===== src/rtl/rt_pkg.sv =====
package rt_pkg;
  // Source of a lookup result
  typedef enum logic [1:0] {
    SRC_VALUE  = 2'd0,
    SRC_TAG    = 2'd1,
    SRC_BYPASS = 2'd2,
    SRC_NONE   = 2'd3
  } rd_src_e;

  // Tag value meaning "no producer pending"
  localparam int unsigned NO_TAG = 0;
endpackage


===== src/rtl/rt_entry.sv =====
module rt_entry #(
  parameter int unsigned       DATA_W   = 16,
  parameter int unsigned       TAG_W    = 4,
  parameter logic [DATA_W-1:0] INIT_VAL = '0
) (
  input  logic              clk,
  input  logic              rst_n,
  input  logic              rn_hit,
  input  logic [TAG_W-1:0]  rn_tag,
  input  logic              bus_valid,
  input  logic [TAG_W-1:0]  bus_tag,
  input  logic [DATA_W-1:0] bus_val,
  output logic [TAG_W-1:0]  q,
  output logic [DATA_W-1:0] v
);
  logic              bus_match;
  logic              q_en, v_en;
  logic [TAG_W-1:0]  q_nxt;
  logic [DATA_W-1:0] v_nxt;

  always_comb begin
    bus_match = bus_valid && (bus_tag != TAG_W'(rt_pkg::NO_TAG)) && (q == bus_tag);
    q_en  = rn_hit || bus_match;
    v_en  = bus_match;
    // rename has priority over the clearing broadcast
    q_nxt = rn_hit ? rn_tag : TAG_W'(rt_pkg::NO_TAG);
    v_nxt = bus_val;
  end

  always_ff @(posedge clk or negedge rst_n) begin
    if (!rst_n) begin
      q <= TAG_W'(rt_pkg::NO_TAG);
      v <= INIT_VAL;
    end else begin
      if (q_en) q <= q_nxt;
      if (v_en) v <= v_nxt;
    end
  end

  p_rename_tag_r2: assert property (@(posedge clk) disable iff (!rst_n)
    rn_hit |=> (q == $past(rn_tag)));

  p_bus_writeback_r4: assert property (@(posedge clk) disable iff (!rst_n)
    (bus_valid && bus_tag != '0 && q == bus_tag && !rn_hit) |=> (q == '0 && v == $past(bus_val)));

  p_hold_state_r5: assert property (@(posedge clk) disable iff (!rst_n)
    (!rn_hit && !(bus_valid && bus_tag != '0 && q == bus_tag)) |=> ($stable(q) && $stable(v)));

  p_stale_ignored_r3: assert property (@(posedge clk) disable iff (!rst_n)
    (bus_valid && q != bus_tag && !rn_hit) |=> $stable(v));
endmodule


===== src/rtl/rt_read_port.sv =====
module rt_read_port
  import rt_pkg::*;
#(
  parameter int unsigned NUM_REGS = 8,
  parameter int unsigned DATA_W   = 16,
  parameter int unsigned TAG_W    = 4,
  parameter int unsigned AW       = 3
) (
  input  logic [AW-1:0]                    idx,
  input  logic [NUM_REGS-1:0][TAG_W-1:0]   q_all,
  input  logic [NUM_REGS-1:0][DATA_W-1:0]  v_all,
  input  logic                             bus_valid,
  input  logic [TAG_W-1:0]                 bus_tag,
  input  logic [DATA_W-1:0]                bus_val,
  output logic [DATA_W-1:0]                val,
  output logic [TAG_W-1:0]                 tag
);
  logic [TAG_W-1:0]  q_sel;
  logic [DATA_W-1:0] v_sel;
  logic              in_range;
  rd_src_e           src;

  always_comb begin
    in_range = ({1'b0, idx} < (AW+1)'(NUM_REGS));
    q_sel    = in_range ? q_all[idx] : TAG_W'(NO_TAG);
    v_sel    = in_range ? v_all[idx] : '0;
    if (!in_range)
      src = SRC_NONE;
    else if (q_sel == TAG_W'(NO_TAG))
      src = SRC_VALUE;
    else if (bus_valid && bus_tag == q_sel)
      src = SRC_BYPASS;
    else
      src = SRC_TAG;

    unique case (src)
      SRC_VALUE:  begin val = v_sel;   tag = TAG_W'(NO_TAG); end
      SRC_BYPASS: begin val = bus_val; tag = TAG_W'(NO_TAG); end
      SRC_TAG:    begin val = '0;      tag = q_sel;          end
      default:    begin val = '0;      tag = TAG_W'(NO_TAG); end
    endcase
  end
endmodule


===== src/rtl/rename_table.sv =====
module rename_table #(
  parameter int unsigned       NUM_REGS = 8,
  parameter int unsigned       DATA_W   = 16,
  parameter int unsigned       TAG_W    = 4,
  parameter int unsigned       NUM_RD   = 2,
  parameter logic [DATA_W-1:0] INIT_VAL = DATA_W'(5),
  localparam int unsigned      AW       = (NUM_REGS > 1) ? $clog2(NUM_REGS) : 1
) (
  input  logic                           clk,
  input  logic                           rst_n,
  input  logic [NUM_RD-1:0][AW-1:0]      rd_idx,
  output logic [NUM_RD-1:0][DATA_W-1:0]  rd_val,
  output logic [NUM_RD-1:0][TAG_W-1:0]   rd_tag,
  input  logic                           rn_en,
  input  logic [AW-1:0]                  rn_idx,
  input  logic [TAG_W-1:0]               rn_tag,
  input  logic                           bus_valid,
  input  logic [TAG_W-1:0]               bus_tag,
  input  logic [DATA_W-1:0]              bus_val
);
  logic [1:0]                       rst_sync;
  logic                             rst_int_n;
  logic [NUM_REGS-1:0]              rn_hit;
  logic [NUM_REGS-1:0][TAG_W-1:0]   q_all;
  logic [NUM_REGS-1:0][DATA_W-1:0]  v_all;

  // asynchronous assertion, synchronous release
  always_ff @(posedge clk or negedge rst_n) begin
    if (!rst_n) rst_sync <= 2'b00;
    else        rst_sync <= {rst_sync[0], 1'b1};
  end
  assign rst_int_n = rst_sync[1];

  for (genvar i = 0; i < NUM_REGS; i++) begin : g_reg
    assign rn_hit[i] = rn_en && (rn_idx == AW'(i));
    rt_entry #(
      .DATA_W  (DATA_W),
      .TAG_W   (TAG_W),
      .INIT_VAL(INIT_VAL)
    ) i_entry (
      .clk      (clk),
      .rst_n    (rst_int_n),
      .rn_hit   (rn_hit[i]),
      .rn_tag   (rn_tag),
      .bus_valid(bus_valid),
      .bus_tag  (bus_tag),
      .bus_val  (bus_val),
      .q        (q_all[i]),
      .v        (v_all[i])
    );
  end

  for (genvar p = 0; p < NUM_RD; p++) begin : g_rd
    rt_read_port #(
      .NUM_REGS(NUM_REGS),
      .DATA_W  (DATA_W),
      .TAG_W   (TAG_W),
      .AW      (AW)
    ) i_port (
      .idx      (rd_idx[p]),
      .q_all    (q_all),
      .v_all    (v_all),
      .bus_valid(bus_valid),
      .bus_tag  (bus_tag),
      .bus_val  (bus_val),
      .val      (rd_val[p]),
      .tag      (rd_tag[p])
    );
  end

  p_single_rename_r2: assert property (@(posedge clk) disable iff (!rst_int_n)
    $onehot0(rn_hit));

  p_rename_wins_r7: assert property (@(posedge clk) disable iff (!rst_int_n)
    (rn_en && bus_valid && bus_tag != '0 && q_all[rn_idx] == bus_tag)
      |=> (q_all[$past(rn_idx)] == $past(rn_tag)));
endmodule


===== config.mk =====
export PLATFORM = sky130hd
export DESIGN_NAME = rename_table
export DESIGN_NICKNAME = d
export VERILOG_FILES = /design/src/rtl/rt_pkg.sv /design/src/rtl/rt_entry.sv /design/src/rtl/rt_read_port.sv /design/src/rtl/rename_table.sv
export SDC_FILE = /design/constraint.sdc
export NUM_CORES = 1
export LEC_CHECK = 0
export CAP_MARGIN = 20
export CORE_MARGIN = 2
export CORE_UTILIZATION = 62
export CTS_BUF_LIST = sky130_fd_sc_hd__clkbuf_8
export DETAILED_ROUTE_END_ITERATION = 6
export DONT_BUFFER_PORTS = 1
export MAX_ROUTING_LAYER = met4
export PLACE_DENSITY = 0.88
export SYNTH_ARGS = -nofsm -noshare
export SYNTH_HDL_FRONTEND = slang
export SYNTH_SLANG_ARGS = --single-unit

===== constraint.sdc =====
create_clock -name clk -period 7.5 [get_ports clk]
set_clock_uncertainty 0.2 [all_clocks]
set_input_delay 2.25 -clock clk [delete_from_list [all_inputs] [get_ports clk]]
set_output_delay 2.25 -clock clk [all_outputs]
set_load 0.005 [all_outputs]

## After elaboration in Yosys (flattened, before gate mapping)

Cells that the tools add are included.
Widths: inputs -> output; s select.

- Flip-flop bits (word level): 162
- Output and inout port bits: 40
- Logic and storage cells: 97
- Input bits: 37

- Multiplexer cells: 24
- Order comparisons: 2
- Equality and inequality tests: 21
- Reductions and logical operators: 33

Operators with widths:

| operator | count |
|---|---|
| $bmux 16 s3 | 2 |
| $pmux 16 s2 | 2 |
| $mux 4 | 12 |
| $eq 4x4->1 | 10 |
| $mux 16 | 2 |
| $bmux 4 s3 | 2 |
| $logic_and 1x1->1 | 19 |
| $eq 3x3->1 const B | 4 |
| $logic_not 4->1 | 2 |
| $logic_or 1x1->1 | 8 |
| $lt 3x4->1 const B | 2 |
| $mux 2 | 4 |
| $eq 3x2->1 const B | 2 |
| $eq 2x1->1 const B | 2 |
| $eq 2x2->1 const B | 2 |
| $logic_not 2->1 | 2 |
| $reduce_bool 4->1 | 1 |
| $eq 3x1->1 const B | 1 |
| $logic_not 3->1 | 1 |

## Logic depth before layout (Yosys ltp)

- Word-level depth: 8
- Depth in mapped cells: 8
- Mapped depth without buffers: 5

## Cells and area by module

From an unflattened synthesis, not the netlist that was laid out.

- Cell total of the unflattened synthesis: 727
- Area total of the unflattened synthesis: 10400.0 um^2

By module, submodules not included:

| module | area each (um^2) | times used | seq. area each (um^2) | cells an instance |
|---|---|---|---|---|
| rt_entry | 865.8 | 8 | 503.0 | 59 |
| rt_read_port | 1661.6 | 2 | 0.0 | 122 |
| rename_table | 150.1 | 1 | 50.0 | 11 |

## Worst setup path after synthesis

OpenSTA, ideal clock, no wires.

- Path type: input to output
- Start: input port rd_idx[5] (netlist bit)
- End: output port rd_val[17] (netlist bit)
- Path slack: 0.674 ns
- Required time: 5.050 ns
- Cell stages on the path: 8
- Buffers on the path: 3
- Arrival time: 4.376 ns
- Cells stage by stage: clkbuf_1 clkbuf_1 mux4_2 mux2i_2 xor2_2 o311ai_4 buf_6 o32ai_1

RTL lines:

| what | RTL line | text |
|---|---|---|
| from (decl) | rename_table.sv:11 | `input logic [NUM_RD-1:0][AW-1:0] rd_idx,` |
| to (decl) | rename_table.sv:12 | `output logic [NUM_RD-1:0][DATA_W-1:0] rd_val,` |

==> flow_summary.json <==
{
  "antenna_found_initial": 0,
  "die_area_mm2": 0.01650,
  "dpl.hpwl_um": 15710,
  "synth.avg_cell_area_um2": 13.43,
  "worstPathMaxFanout": 40,
  "end_kind": "output port",
  "postCtsHoldBufs": 0,
  "fp.dieH_um": 128.5,
  "startpoint": "rd_idx[3]",
  "syn_area_mm2": 0.009604,
  "cap_violations": 0,
  "hold_viol": 0,
  "cts.path.max_buffers": 2,
  "nNetsFinal": 730,
  "fin_ws_ns": 0.4772,
  "grt_pass1_vias": 6934,
  "synth.distinct_cells": 33,
  "yosysWarnings": 0,
  "reg2regPathDepth": 5,
  "cts-root-buf": "clkbuf_8",
  "via_count": 6433,
  "crit_arrival_ns": 4.57,
  "hp-class": "reg2reg",
  "viasPerCell": 7.196,
  "num_rows": 45,
  "layout-drive-gt1-share": 0.2266,
  "areaGrowthSynthToFinish_pct": 5.589,
  "synth_nets": 752,
  "leakage_uw": 0.004127,
  "dr.pass1.iters": 5,
  "required_ns": 5.05,
  "fillers": 1020,
  "drc": 0,
  "ff_latch_area_mm2": 0.004078,
  "place.gp.congestion": 0.9487,
  "grt_first_pass_wirelength_um": 39030,
  "dp.cells": 860,
  "ctsResizeCount": 0,
  "max_clock_freq_mhz": 142.4,
  "multi_input_comb_area_mm2": 0.005201,
  "clock_latency_ns": 0.46,
  "clk_pin_slew_ns": 0.08,
  "regToRegSetupSlack_ns": 5.18,
  "start_util": 0.6341,
  "pre_cts_slack_ns": 0.5734,
  "period_minus_slack_ns": 7.023,
  "cts_tree": "built",
  "hp-start": "rst_sync[0]$_DFF_PN0_",
  "avgRoutedWirePerCell_um": 27.53,
  "critical_path_class": "in2out",
  "htree_levels": 4,
  "critPathLaunchType": "primary input",
  "worstMarginPinSlew_ns": 1.132,
  "seq_area_frac_synth": 0.4242,
  "reg2reg_from": "g_reg[5].i_entry.q[3]$_DFFE_PN0P_",
  "n_antenna_cell": 0,
  "grt_max_degree": 87,
  "core-area_mm2": 0.01515,
  "netlist_instances": 715,
  "cp-endpoint": "rd_val[30]",
  "fin_crit_sh": 0.9364,
  "rr_endpoint": "g_reg[5].i_entry.v[10]$_DFFE_PN0P_",
  "drt_iter0_drc": 555,
  "ir_worst_vdd_uv": 209.0,
  "cellPowerDensity_mw_per_mm2": 346.8,
  "tns_ns": 0,
  "die_w_um": 128.5,
  "ant_nets": 0,
  "io_buffers": 0,
  "cts_setup_buffers": 0,
  "grtUsageTotal": 0.3303,
  "cts_num_sinks": 162,
  "ioPinCount": 77,
  "synth_seq_cells": 162,
  "rsz0062_at_grt": "no",
  "final_cells": 894,
  "setup_violations": 0,
  "overflow": 0,
  "numCtsBuffers": 17,
  "status": "finished clean",
  "maxSlewViolCount": 0,
  "max_slew_margin": 0.2435,
  "wirelength_um": 24610
}
[stage by stage]
| stage | hold slack, ns | area, µm² | total power [µW] | util |
|---|---|---|---|---|
| 2_1_floorplan | 0.1312 | 9604 | 2523 | - |
| 3_3_place_gp | 0.1353 | 9687 | 2726 | 0.6396 |
| 3_5_place_dp | 0.1347 | 9687 | 2854 | 0.6396 |
| 4_1_cts | 0.1534 | 10100 | 3511 | 0.6667 |
| 5_1_grt | 0.1717 | 10140 | 3702 | 0.6696 |
| 6_report | 0.1518 | 10140 | 3517 | 0.6696 |
[placed cells by master (no fill, tap or decap), drive strengths merged, types with 3 or more instances in the layout]
master,count
inv,18
clkinvlp,3
xnor2,32
o32ai,32
nor2b,3
nor2,15
mux2,128
nand4,11
o21ai,32
clkinv,3
clkbuf,22
buf,17
a31oi,8
nand3,4
mux2i,42
mux4,80
dfrtp,146
nand2,74
dfstp,16
xor2,6
nand2b,4
[metal layers]
metal	vias to the layer above	part of all wire	global-route usage
met5	-	0	-
met4	0	0.034	0.1493
met3	76	0.075	0.07859
met2	299	0.50	0.5244
met1	3385	0.39	0.4068
li1	2673	-	-
[worst max-delay path: stages]
cell      delay [ns]
mux4_1          0.55
mux2i_1         0.36
nand2_1         0.16
o311ai_4        0.93
o32ai_1         0.28
[cell families (layout without fill, tap and decap cells)]
| kind of cell | Yosys count | count (layout) | synth area share |
|---|---|---|---|
| other cells | 1 | 1 | 0.0003905 |
| buf+inv | 74 | 65 | 0.03687 |
| simple gates | 115 | 115 | 0.05094 |
| flops | 162 | 162 | 0.4242 |
| compound gates | 75 | 75 | 0.06136 |
| xor+xnor | 38 | 38 | 0.03778 |
| mux | 250 | 250 | 0.3885 |
[area by class of cell]
| cell class | instances | area share |
|---|---|---|
| Clock buffer | 22 | 0.02986 |
| Sequential cell | 162 | 0.4021 |
| Timing Repair Buffer | 17 | 0.01530 |
| Tap cell | 188 | 0.02320 |
| Inverter | 16 | 0.005922 |
| Multi-Input combinational cell | 479 | 0.5129 |
| Clock inverter | 10 | 0.01073 |
[cell usage after synthesis]
master      n  area, µm²
dfstp_2    16      420.4
o311ai_4    2      52.55
clkbuf_1   36      135.1
nand2_1    74      277.8
xor2_2      4      65.06
o32ai_1    28      245.2
mux2i_4     3      67.56
buf_1       9      33.78
a31oi_1     8      50.05
mux4_1      7      183.9
buf_4       2      15.01
inv_1      16      60.06
dfrtp_1   146       3654
buf_2       5      25.02
nand3_1     4      20.02
mux2i_1    38      380.4
mux2i_2     1      13.76
nor2b_1     3      18.77
xnor2_1    32      280.3
buf_12      2      40.04
o32ai_2     4      65.06
nor3_1      2      10.01
nand2b_1    4      25.02
nor2_1     15      56.30
buf_6       4      45.04
xor2_1      2      17.52
nand4_1    11      68.82
o21ai_1    32      160.2
conb_1      1      3.750
o41ai_2     1      16.27
mux4_2     73       1644
mux2_1    128       1441
and2_1      2      12.51
[where the power goes]
group          internal [µW]  switching, µW  total [µW]
sequential              1290            329        1620
clock                    337            315         652
combinational            711            533        1240
[state kept, by name (all words and copies together), names as in the netlist]
name / cells
g.i_entry.q: 32
g.i_entry.v: 128
rst_sync: 2
[worst min path at each step]
| stage | end | slack [ns] | cells past startpoint |
|---|---|---|---|
| after floorplan | rst_sync[1]$_DFF_PN0_ | 0.13 | 0 |
| after global placement | rst_sync[1]$_DFF_PN0_ | 0.14 | 0 |
| after detailed placement | rst_sync[1]$_DFF_PN0_ | 0.13 | 0 |
| after CTS | rst_sync[1]$_DFF_PN0_ | 0.15 | 0 |
| after global routing | rst_sync[1]$_DFF_PN0_ | 0.17 | 0 |
| final | rst_sync[1]$_DFF_PN0_ | 0.15 | 0 |
No activity file was read; power rests on OpenSTA's default activity.
